[src/rtl/exc_pkg.sv]
package exc_pkg;
    localparam logic [31:0] ENTRY_ADDR = 32'h8000_0080;
    localparam int          CODE_LO    = 2;
    localparam int          CODE_W     = 4;
    localparam logic [3:0]  CODE_ADDR_LD = 4'd4;
    localparam logic [3:0]  CODE_ADDR_ST = 4'd5;
    localparam logic [15:0] STATUS_WMASK = 16'hFF3F;

    typedef enum logic [4:0] {
        RN_BADADDR = 5'd8,
        RN_STATUS  = 5'd12,
        RN_CAUSE   = 5'd13,
        RN_EPC     = 5'd14
    } regnum_e;

    typedef enum logic [1:0] {
        STK_HOLD,
        STK_PUSH,
        STK_POP,
        STK_LOAD
    } stk_op_e;
endpackage

[src/rtl/exc_status_reg.sv]
module exc_status_reg
    import exc_pkg::*;
(
    input  logic        clk,
    input  logic        rst_n,
    input  logic        exc_valid,
    input  logic        eret,
    input  logic        wr_load,
    input  logic [15:0] wr_data,
    output logic [15:0] status_q
);
    stk_op_e op;

    always_comb begin
        if (exc_valid)    op = STK_PUSH;
        else if (eret)    op = STK_POP;
        else if (wr_load) op = STK_LOAD;
        else              op = STK_HOLD;
    end

    always_ff @(posedge clk) begin
        if (!rst_n) begin
            status_q <= '0;
        end else begin
            unique case (op)
                STK_PUSH: status_q[5:0] <= {status_q[3:0], 2'b00};
                STK_POP:  status_q[3:0] <= status_q[5:2];
                STK_LOAD: status_q      <= wr_data & STATUS_WMASK;
                STK_HOLD: status_q      <= status_q;
            endcase
        end
    end

    assert_push_R3: assert property (@(posedge clk) disable iff (!rst_n)
        exc_valid |=> (status_q[5:0] == {$past(status_q[3:0]), 2'b00})
                      && (status_q[15:8] == $past(status_q[15:8])));

    assert_pop_R4: assert property (@(posedge clk) disable iff (!rst_n)
        (eret && !exc_valid) |=> (status_q[3:0] == $past(status_q[5:2]))
                                 && (status_q[5:4] == $past(status_q[5:4])));

    assert_kernel_entry_R3: assert property (@(posedge clk) disable iff (!rst_n)
        exc_valid |=> (status_q[1:0] == 2'b00));
endmodule

[src/rtl/exc_cause_reg.sv]
module exc_cause_reg
    import exc_pkg::*;
#(
    parameter int NHW = 5
) (
    input  logic              clk,
    input  logic              rst_n,
    input  logic              exc_valid,
    input  logic [CODE_W-1:0] exc_code,
    input  logic [NHW-1:0]    hw_irq,
    input  logic              clr_en,
    input  logic [NHW-1:0]    clr_bits,
    output logic [NHW-1:0]    pend_q,
    output logic [CODE_W-1:0] code_q
);
    logic [NHW-1:0] pend_d;

    for (genvar i = 0; i < NHW; i++) begin : g_pend
        assign pend_d[i] = hw_irq[i] | (pend_q[i] & ~(clr_en & clr_bits[i]));

        assert_pend_sticky_R6: assert property (@(posedge clk) disable iff (!rst_n)
            (pend_q[i] && !(clr_en && clr_bits[i])) |=> pend_q[i]);

        assert_pend_arrive_R6: assert property (@(posedge clk) disable iff (!rst_n)
            hw_irq[i] |=> pend_q[i]);
    end

    always_ff @(posedge clk) begin
        if (!rst_n) begin
            pend_q <= '0;
            code_q <= '0;
        end else begin
            pend_q <= pend_d;
            if (exc_valid) code_q <= exc_code;
        end
    end

    assert_code_R5: assert property (@(posedge clk) disable iff (!rst_n)
        exc_valid |=> (code_q == $past(exc_code)));

    assert_code_hold_R5: assert property (@(posedge clk) disable iff (!rst_n)
        !exc_valid |=> $stable(code_q));
endmodule

[src/rtl/exc_addr_regs.sv]
module exc_addr_regs
    import exc_pkg::*;
#(
    parameter int XLEN = 32
) (
    input  logic              clk,
    input  logic              rst_n,
    input  logic              exc_valid,
    input  logic [CODE_W-1:0] exc_code,
    input  logic [XLEN-1:0]   pc_cur,
    input  logic              pc_incr,
    input  logic [XLEN-1:0]   fault_addr,
    output logic [XLEN-1:0]   epc_q,
    output logic [XLEN-1:0]   bad_q
);
    localparam logic [XLEN-1:0] INSN_BYTES = XLEN'(4);

    logic [XLEN-1:0] epc_d;
    logic            bad_ld;

    assign epc_d  = pc_incr ? (pc_cur - INSN_BYTES) : pc_cur;
    assign bad_ld = exc_valid && ((exc_code == CODE_ADDR_LD) || (exc_code == CODE_ADDR_ST));

    always_ff @(posedge clk) begin
        if (!rst_n) begin
            epc_q <= '0;
            bad_q <= '0;
        end else begin
            if (exc_valid) epc_q <= epc_d;
            if (bad_ld)    bad_q <= fault_addr;
        end
    end

    assert_epc_back_R8: assert property (@(posedge clk) disable iff (!rst_n)
        (exc_valid && pc_incr) |=> ((epc_q + INSN_BYTES) == $past(pc_cur)));

    assert_epc_same_R8: assert property (@(posedge clk) disable iff (!rst_n)
        (exc_valid && !pc_incr) |=> (epc_q == $past(pc_cur)));

    assert_bad_hold_R9: assert property (@(posedge clk) disable iff (!rst_n)
        (!exc_valid || ((exc_code != CODE_ADDR_LD) && (exc_code != CODE_ADDR_ST)))
        |=> $stable(bad_q));
endmodule

[src/rtl/exc_state_unit.sv]
module exc_state_unit
    import exc_pkg::*;
#(
    parameter int XLEN = 32,
    parameter int NHW  = 5
) (
    input  logic            clk,
    input  logic            rst_n,
    input  logic            exc_valid,
    input  logic [3:0]      exc_code,
    input  logic [XLEN-1:0] pc_cur,
    input  logic            pc_incr,
    input  logic [XLEN-1:0] fault_addr,
    input  logic [NHW-1:0]  hw_irq,
    input  logic            eret,
    input  logic            wr_en,
    input  logic [4:0]      wr_num,
    input  logic [XLEN-1:0] wr_data,
    input  logic [4:0]      rd_num,
    output logic [XLEN-1:0] rd_data,
    output logic [XLEN-1:0] entry_addr,
    output logic            irq_req
);
    localparam int PEND_LO = 16 - NHW;

    logic [15:0]       status_q;
    logic [NHW-1:0]    pend_q;
    logic [CODE_W-1:0] code_q;
    logic [XLEN-1:0]   epc_q;
    logic [XLEN-1:0]   bad_q;
    logic              status_ld;
    logic              cause_clr;
    logic [XLEN-1:0]   status_word;
    logic [XLEN-1:0]   cause_word;
    logic              wr_hi_unused;

    assign wr_hi_unused = ^wr_data[XLEN-1:16];
    assign status_ld    = wr_en && (wr_num == RN_STATUS);
    assign cause_clr    = wr_en && (wr_num == RN_CAUSE);

    exc_status_reg u_status (
        .clk      (clk),
        .rst_n    (rst_n),
        .exc_valid(exc_valid),
        .eret     (eret),
        .wr_load  (status_ld),
        .wr_data  (wr_data[15:0]),
        .status_q (status_q)
    );

    exc_cause_reg #(.NHW(NHW)) u_cause (
        .clk      (clk),
        .rst_n    (rst_n),
        .exc_valid(exc_valid),
        .exc_code (exc_code),
        .hw_irq   (hw_irq),
        .clr_en   (cause_clr),
        .clr_bits (wr_data[15:PEND_LO]),
        .pend_q   (pend_q),
        .code_q   (code_q)
    );

    exc_addr_regs #(.XLEN(XLEN)) u_addr (
        .clk       (clk),
        .rst_n     (rst_n),
        .exc_valid (exc_valid),
        .exc_code  (exc_code),
        .pc_cur    (pc_cur),
        .pc_incr   (pc_incr),
        .fault_addr(fault_addr),
        .epc_q     (epc_q),
        .bad_q     (bad_q)
    );

    always_comb begin
        status_word        = '0;
        status_word[15:0]  = status_q;
        cause_word         = '0;
        cause_word[15:PEND_LO] = pend_q;
        cause_word[CODE_LO+CODE_W-1:CODE_LO] = code_q;
    end

    always_comb begin
        unique case (rd_num)
            RN_BADADDR: rd_data = bad_q;
            RN_STATUS:  rd_data = status_word;
            RN_CAUSE:   rd_data = cause_word;
            RN_EPC:     rd_data = epc_q;
            default:    rd_data = '0;
        endcase
    end

    assign entry_addr = XLEN'(ENTRY_ADDR);
    assign irq_req    = status_q[0] & (|(pend_q & status_q[15:PEND_LO]));

    assert_irq_raise_R7: assert property (@(posedge clk) disable iff (!rst_n)
        (status_q[0] && (|(hw_irq & status_q[15:PEND_LO])) && !exc_valid && !eret && !status_ld)
        |=> irq_req);

    assert_irq_quiet_R7: assert property (@(posedge clk) disable iff (!rst_n)
        exc_valid |=> !irq_req);
endmodule

[config.mk]
export PLATFORM = sky130hd
export DESIGN_NAME = exc_state_unit
export DESIGN_NICKNAME = d
export VERILOG_FILES = /design/src/rtl/exc_pkg.sv /design/src/rtl/exc_status_reg.sv /design/src/rtl/exc_cause_reg.sv /design/src/rtl/exc_addr_regs.sv /design/src/rtl/exc_state_unit.sv
export SDC_FILE = /design/constraint.sdc
export NUM_CORES = 1
export LEC_CHECK = 0
export BUFFER_PORTS_ARGS = -buffer_cell sky130_fd_sc_hd__buf_4
export CAP_MARGIN = 20
export CELL_PAD_IN_SITES_DETAIL_PLACEMENT = 1
export CELL_PAD_IN_SITES_GLOBAL_PLACEMENT = 1
export CORE_MARGIN = 10
export CORE_UTILIZATION = 34
export CTS_CLUSTER_DIAMETER = 100
export DETAILED_ROUTE_END_ITERATION = 12
export PLACE_DENSITY_LB_ADDON = 0.1
export SLEW_MARGIN = 10
export SYNTH_ARGS = -nofsm -noshare
export SYNTH_HDL_FRONTEND = slang
export SYNTH_SLANG_ARGS = --single-unit
[constraint.sdc]
create_clock -name clk -period 3.5 [get_ports clk]
set_clock_uncertainty 0.2 [all_clocks]
set_input_delay 0.7 -clock clk [delete_from_list [all_inputs] [get_ports clk]]
set_output_delay 0.7 -clock clk [all_outputs]
set_load 0.01 [all_outputs]
# == Word-level counts from Yosys, hierarchy flattened ==
# Index checks and enable logic that the tools add are counted.
# op_classes
n_addsub,1
bitwise_logic,22
reduce_logical,7
n_eq_ne,11
mux,7
# op_table
op,n
32-bit case mux with 4 select lines,1
32-bit two-way mux,1
32-bit by 3-bit subtractor with 32-bit output (second input constant),1
5-bit by 4-bit equality test with 1-bit output (second input constant),6
4-bit case mux with 3 select lines,1
1-bit bitwise AND,11
4-bit by 3-bit equality test with 1-bit output (second input constant),2
2-bit two-way mux,3
5-bit bitwise AND,1
1-bit NOT,5
1-bit bitwise OR,5
5-bit OR reduction,1
2-bit equality test (second input constant),2
2-bit case mux with 2 select lines,1
1-bit logical AND,3
2-bit by 1-bit equality test with 1-bit output (second input constant),1
2-bit logical NOT,1
2-bit nonzero test,1
1-bit logical OR,1
# totals
inputBits,121
output_inout_bits,65
ff_bits,87

# == Logic depth before layout (Yosys ltp) ==
# depth
ltp_word,7
depth_mapped,7
ltp_nobuf,5

# == Hierarchy ==
# Synthesis repeated with hierarchy kept, for this count alone.
# unflattened
cells_unflattened,566
area_unflattened_um2,4745.8
# by_module_without_submodules
module,area_per_inst_um2,seq_area_each_um2,cells_each,instances
exc_addr_regs,2875.3,1281.2,361,1
exc_state_unit,915.9,0.0,113,1
exc_status_reg,626.9,280.3,59,1
exc_cause_reg,327.8,180.2,33,1

# == Least setup slack after synthesis ==
# Ideal clock, no wire load.
# synth_path
path_type,in2reg
startpoint,input pc_cur[12]
endpoint,register u_addr.epc_q[25]
path_stages,7
arrival_time_ns,2.530
required_time_ns,3.163
path_buffers,3
slack_ns,0.633
path_cell_list,or4_1 -> buf_2 -> or4_4 -> buf_6 -> clkbuf_1 -> o31ai_1 -> a31oi_1
# synth_between
elab_chain_cells,2
# synth_rtl
element,line_no,source
from (decl),exc_state_unit.sv:11,"input logic [XLEN-1:0] pc_cur,"
32-bit by 3-bit subtractor with 32-bit output,exc_addr_regs.sv:21,assign epc_d = pc_incr ? (pc_cur - INSN_BYTES) : pc_cur;
32-bit two-way mux,exc_addr_regs.sv:21,
to (signal assigned),exc_addr_regs.sv:29,if (exc_valid) epc_q <= epc_d;
to (decl),exc_addr_regs.sv:13,"output logic [XLEN-1:0] epc_q,"
# Every way passes these cells.
# A chain may end at the register's enable or synchronous reset.

# == Worst setup path after layout ==
# layout_path
startpoint,input rd_num[4]
endpoint,output rd_data[15]
# layout_between
elab_chain_cells,2
# layout_rtl
element,line_no,source
from (decl),exc_state_unit.sv:19,"input logic [4:0] rd_num,"
5-bit by 4-bit equality test with 1-bit output,exc_state_unit.sv:84,unique case (rd_num)
32-bit case mux with 4 select lines *,exc_state_unit.sv:84,
to (decl),exc_state_unit.sv:20,"output logic [XLEN-1:0] rd_data,"
# Every way passes the cells marked *; elsewhere a longest branch is shown, timed or not.

==> flow_summary.json <==
{
  "pre_cts_ws_ps": 318,
  "postCtsSetupRepairBufs": 0,
  "antenna_found_initial": 0,
  "worst_pin_slew_ps": 789,
  "synth-edff-count": 0,
  "finalNetCount": 802,
  "drtIter0Drc": 209,
  "synthFlopType": "dfxtp_1",
  "cp-end-kind": "output pin",
  "track_usage": 0.171,
  "multi_input_area_mm2": 0.00250,
  "grt_setup_unrepaired": "false",
  "core-area_mm2": 0.0132,
  "crit_top_cell": "buf_4",
  "fin_crit_sh": 0.845,
  "ys_top_cells_by_area": "dfxtp_1 38%, nand2_1 8.0%, buf_4 5.3%",
  "r2r_slack_ps": 2390,
  "tns_ps": 0,
  "reg2reg_to": "u_addr.epc_q[26]",
  "status": "completed",
  "power.density_mw_per_mm2": 404,
  "setup_viol": 0,
  "required_ps": 2600,
  "die_y_um": 136,
  "start_util": 0.346,
  "clk_latency_ps": 340,
  "fin_crit_ps": 2960,
  "cts.clk_slew.worst_paths_ps": 60,
  "path_max_fanout": 32,
  "holdPathStages": 2,
  "syn_area_mm2": 0.00456,
  "peakVddDrop_uv": 228,
  "wire_per_inst_um": 19.0,
  "p_leak_uw": 0.00240,
  "antenna_left": 0,
  "cts_buffer_depth": 2,
  "reg2reg_depth": 3,
  "synth_common_cells": "97 x nand2_1, 87 x dfxtp_1, 40 x a21oi_1, 34 x clkbuf_1, 32 x buf_4",
  "synth_top_area_frac": 0.382,
  "seq_area_mm2": 0.00174,
  "power_uw": 2400,
  "grt_pass1_vias": 4703,
  "cts_tree": "yes",
  "root_buffer": "clkbuf_16",
  "fillCellCount": 1633,
  "row_count": 42,
  "fmax_ghz": 0.338,
  "synth-seq-cells": 87,
  "die_x_um": 136,
  "diodes": 0,
  "whs_ps": 257,
  "via_per_inst": 5.27,
  "netlist_instances": 564,
  "area_delta_synth_final_pct": 30.1,
  "fin_ws_ps": 542,
  "numCtsBuffers": 9,
  "ys_async_sr_fraction": 0,
  "drive_above_1_share": 0.253,
  "wl_mm": 16.4,
  "hold_end": "u_addr.bad_q[8]",
  "holdBufCountCts": 0,
  "ys.warnings.count": 0,
  "critPathArrivalTime_ps": 2060,
  "yosysMostFrequentCell": "nand2_1",
  "io_pins": 186,
  "htreeDepth": 3,
  "cpPeakStageDelay_ps": 380,
  "critPathLaunchType": "primary input",
  "grt-ovfl-total": 0,
  "path_cells": "buf_4 > nand3b_1 > nor3b_2 > buf_4 > a22oi_1 > nand2_1 > buf_4",
  "holdCritStartpoint": "u_addr.bad_q[8]",
  "hold_viol_final": 0,
  "portBuffers": 135,
  "dieArea_mm2": 0.0184,
  "syn_area_per_cell_um2": 8.08,
  "vias": 4535,
  "drv_cap": 0,
  "hpwl_mm": 12.5,
  "drt_pass1_iterations": 5,
  "cts_num_sinks": 87,
  "drc": 0,
  "grt_max_degree": 72,
  "grt_first_pass_wirelength_mm": 25.0,
  "synth_cell_type_count": 48,
  "seq_area_frac_synth": 0.382,
  "critPathKind": "primary input to output pin",
  "timing.rr.start": "u_addr.epc_q[26]",
  "max_slew_margin": 0.473,
  "drv_slew": 0,
  "hold_path.class": "register to register",
  "yosysTopAreaCell": "dfxtp_1",
  "slowest_stage": "buf_4",
  "cts_resized": 0,
  "place.gp.congestion": 0.844
}
[worst max-delay path: cells and delay by family]
| kind | cells | cell delay, ps |
|---|---|---|
| buf+inv | 3 | 610 |
| compound gates | 1 | 220 |
| simple gates | 3 | 530 |
[worst max-delay path by stage]
stage,start,end,slack (ps),cells past startpoint
6_report,rd_num[4],rd_data[15],540,7
5_1_grt,rd_num[4],rd_data[15],430,7
4_1_cts,rd_num[4],rd_data[15],550,7
3_5_place_dp,pc_cur[12],u_addr.epc_q[26],320,5
3_3_place_gp,pc_cur[12],u_addr.epc_q[26],370,5
2_1_floorplan,pc_cur[12],u_addr.epc_q[25],630,7
[per-layer routing]
layer  wire length (um)  track usage  vias up
met5                  0            0        -
met1               6550        0.184     2155
met2               8380        0.308      132
li1                   -            -     2228
met3               1110       0.0501       20
met4                332       0.0652        0
[registers in the layout, summed over array words and instances (netlist names)]
name               count
u_addr.epc_q          32
u_cause.pend_q         5
u_addr.bad_q          32
u_status.status_q     14
u_cause.code_q         4
[kinds of logic (layout without fill, tap and decap cells)]
group	after synthesis	in the layout	share of synthesized area
simple gates	194	194	0.211
compound gates	168	168	0.245
flops	87	87	0.382
buf+inv	84	175	0.0974
mux	21	21	0.0461
xor+xnor	7	7	0.0135
other cells	2	32	0.00165
fa+ha+maj	1	1	0.00274
[cell usage in the layout (no fill, tap or decap), drive strengths merged, types with 3 or more instances in the layout]
master / instances
or4: 17
inv: 14
nor3b: 4
nor4b: 3
or2: 4
a21boi: 6
a222oi: 6
nand2: 97
nand4b: 3
nand2b: 3
o21ai: 29
o31ai: 13
nor4: 10
a31oi: 18
conb: 32
nand3: 5
mux2i: 21
a211oi: 6
xor2: 5
nand4: 4
a22oi: 19
nor2: 27
a21oi: 40
clkbuf: 11
o21a: 5
dfxtp: 87
nor3: 5
a22o: 18
buf: 145
or3: 7
[metrics by stage]
step                       util  cell area, um2  std cells
after floorplan               -            4670        594
after global placement    0.425            5610        845
after detailed placement  0.425            5610        845
after CTS                 0.450            5930        861
after global routing      0.450            5930        861
final                     0.450            5930        861
[where the power goes]
group | switching, uW | internal (uW)
Clock | 400 | 645
Sequential | 30.5 | 1030
Combinational | 153 | 135
[layout make-up]
cell class | instances | area share
Multi-Input combinational cell | 423 | 0.422
Inverter | 14 | 0.00886
Timing Repair Buffer | 145 | 0.184
Tap cell | 176 | 0.0371
Clock buffer | 11 | 0.0409
Sequential cell | 87 | 0.294
Clock inverter | 5 | 0.0137
No activity file was read; power rests on OpenSTA's default activity.
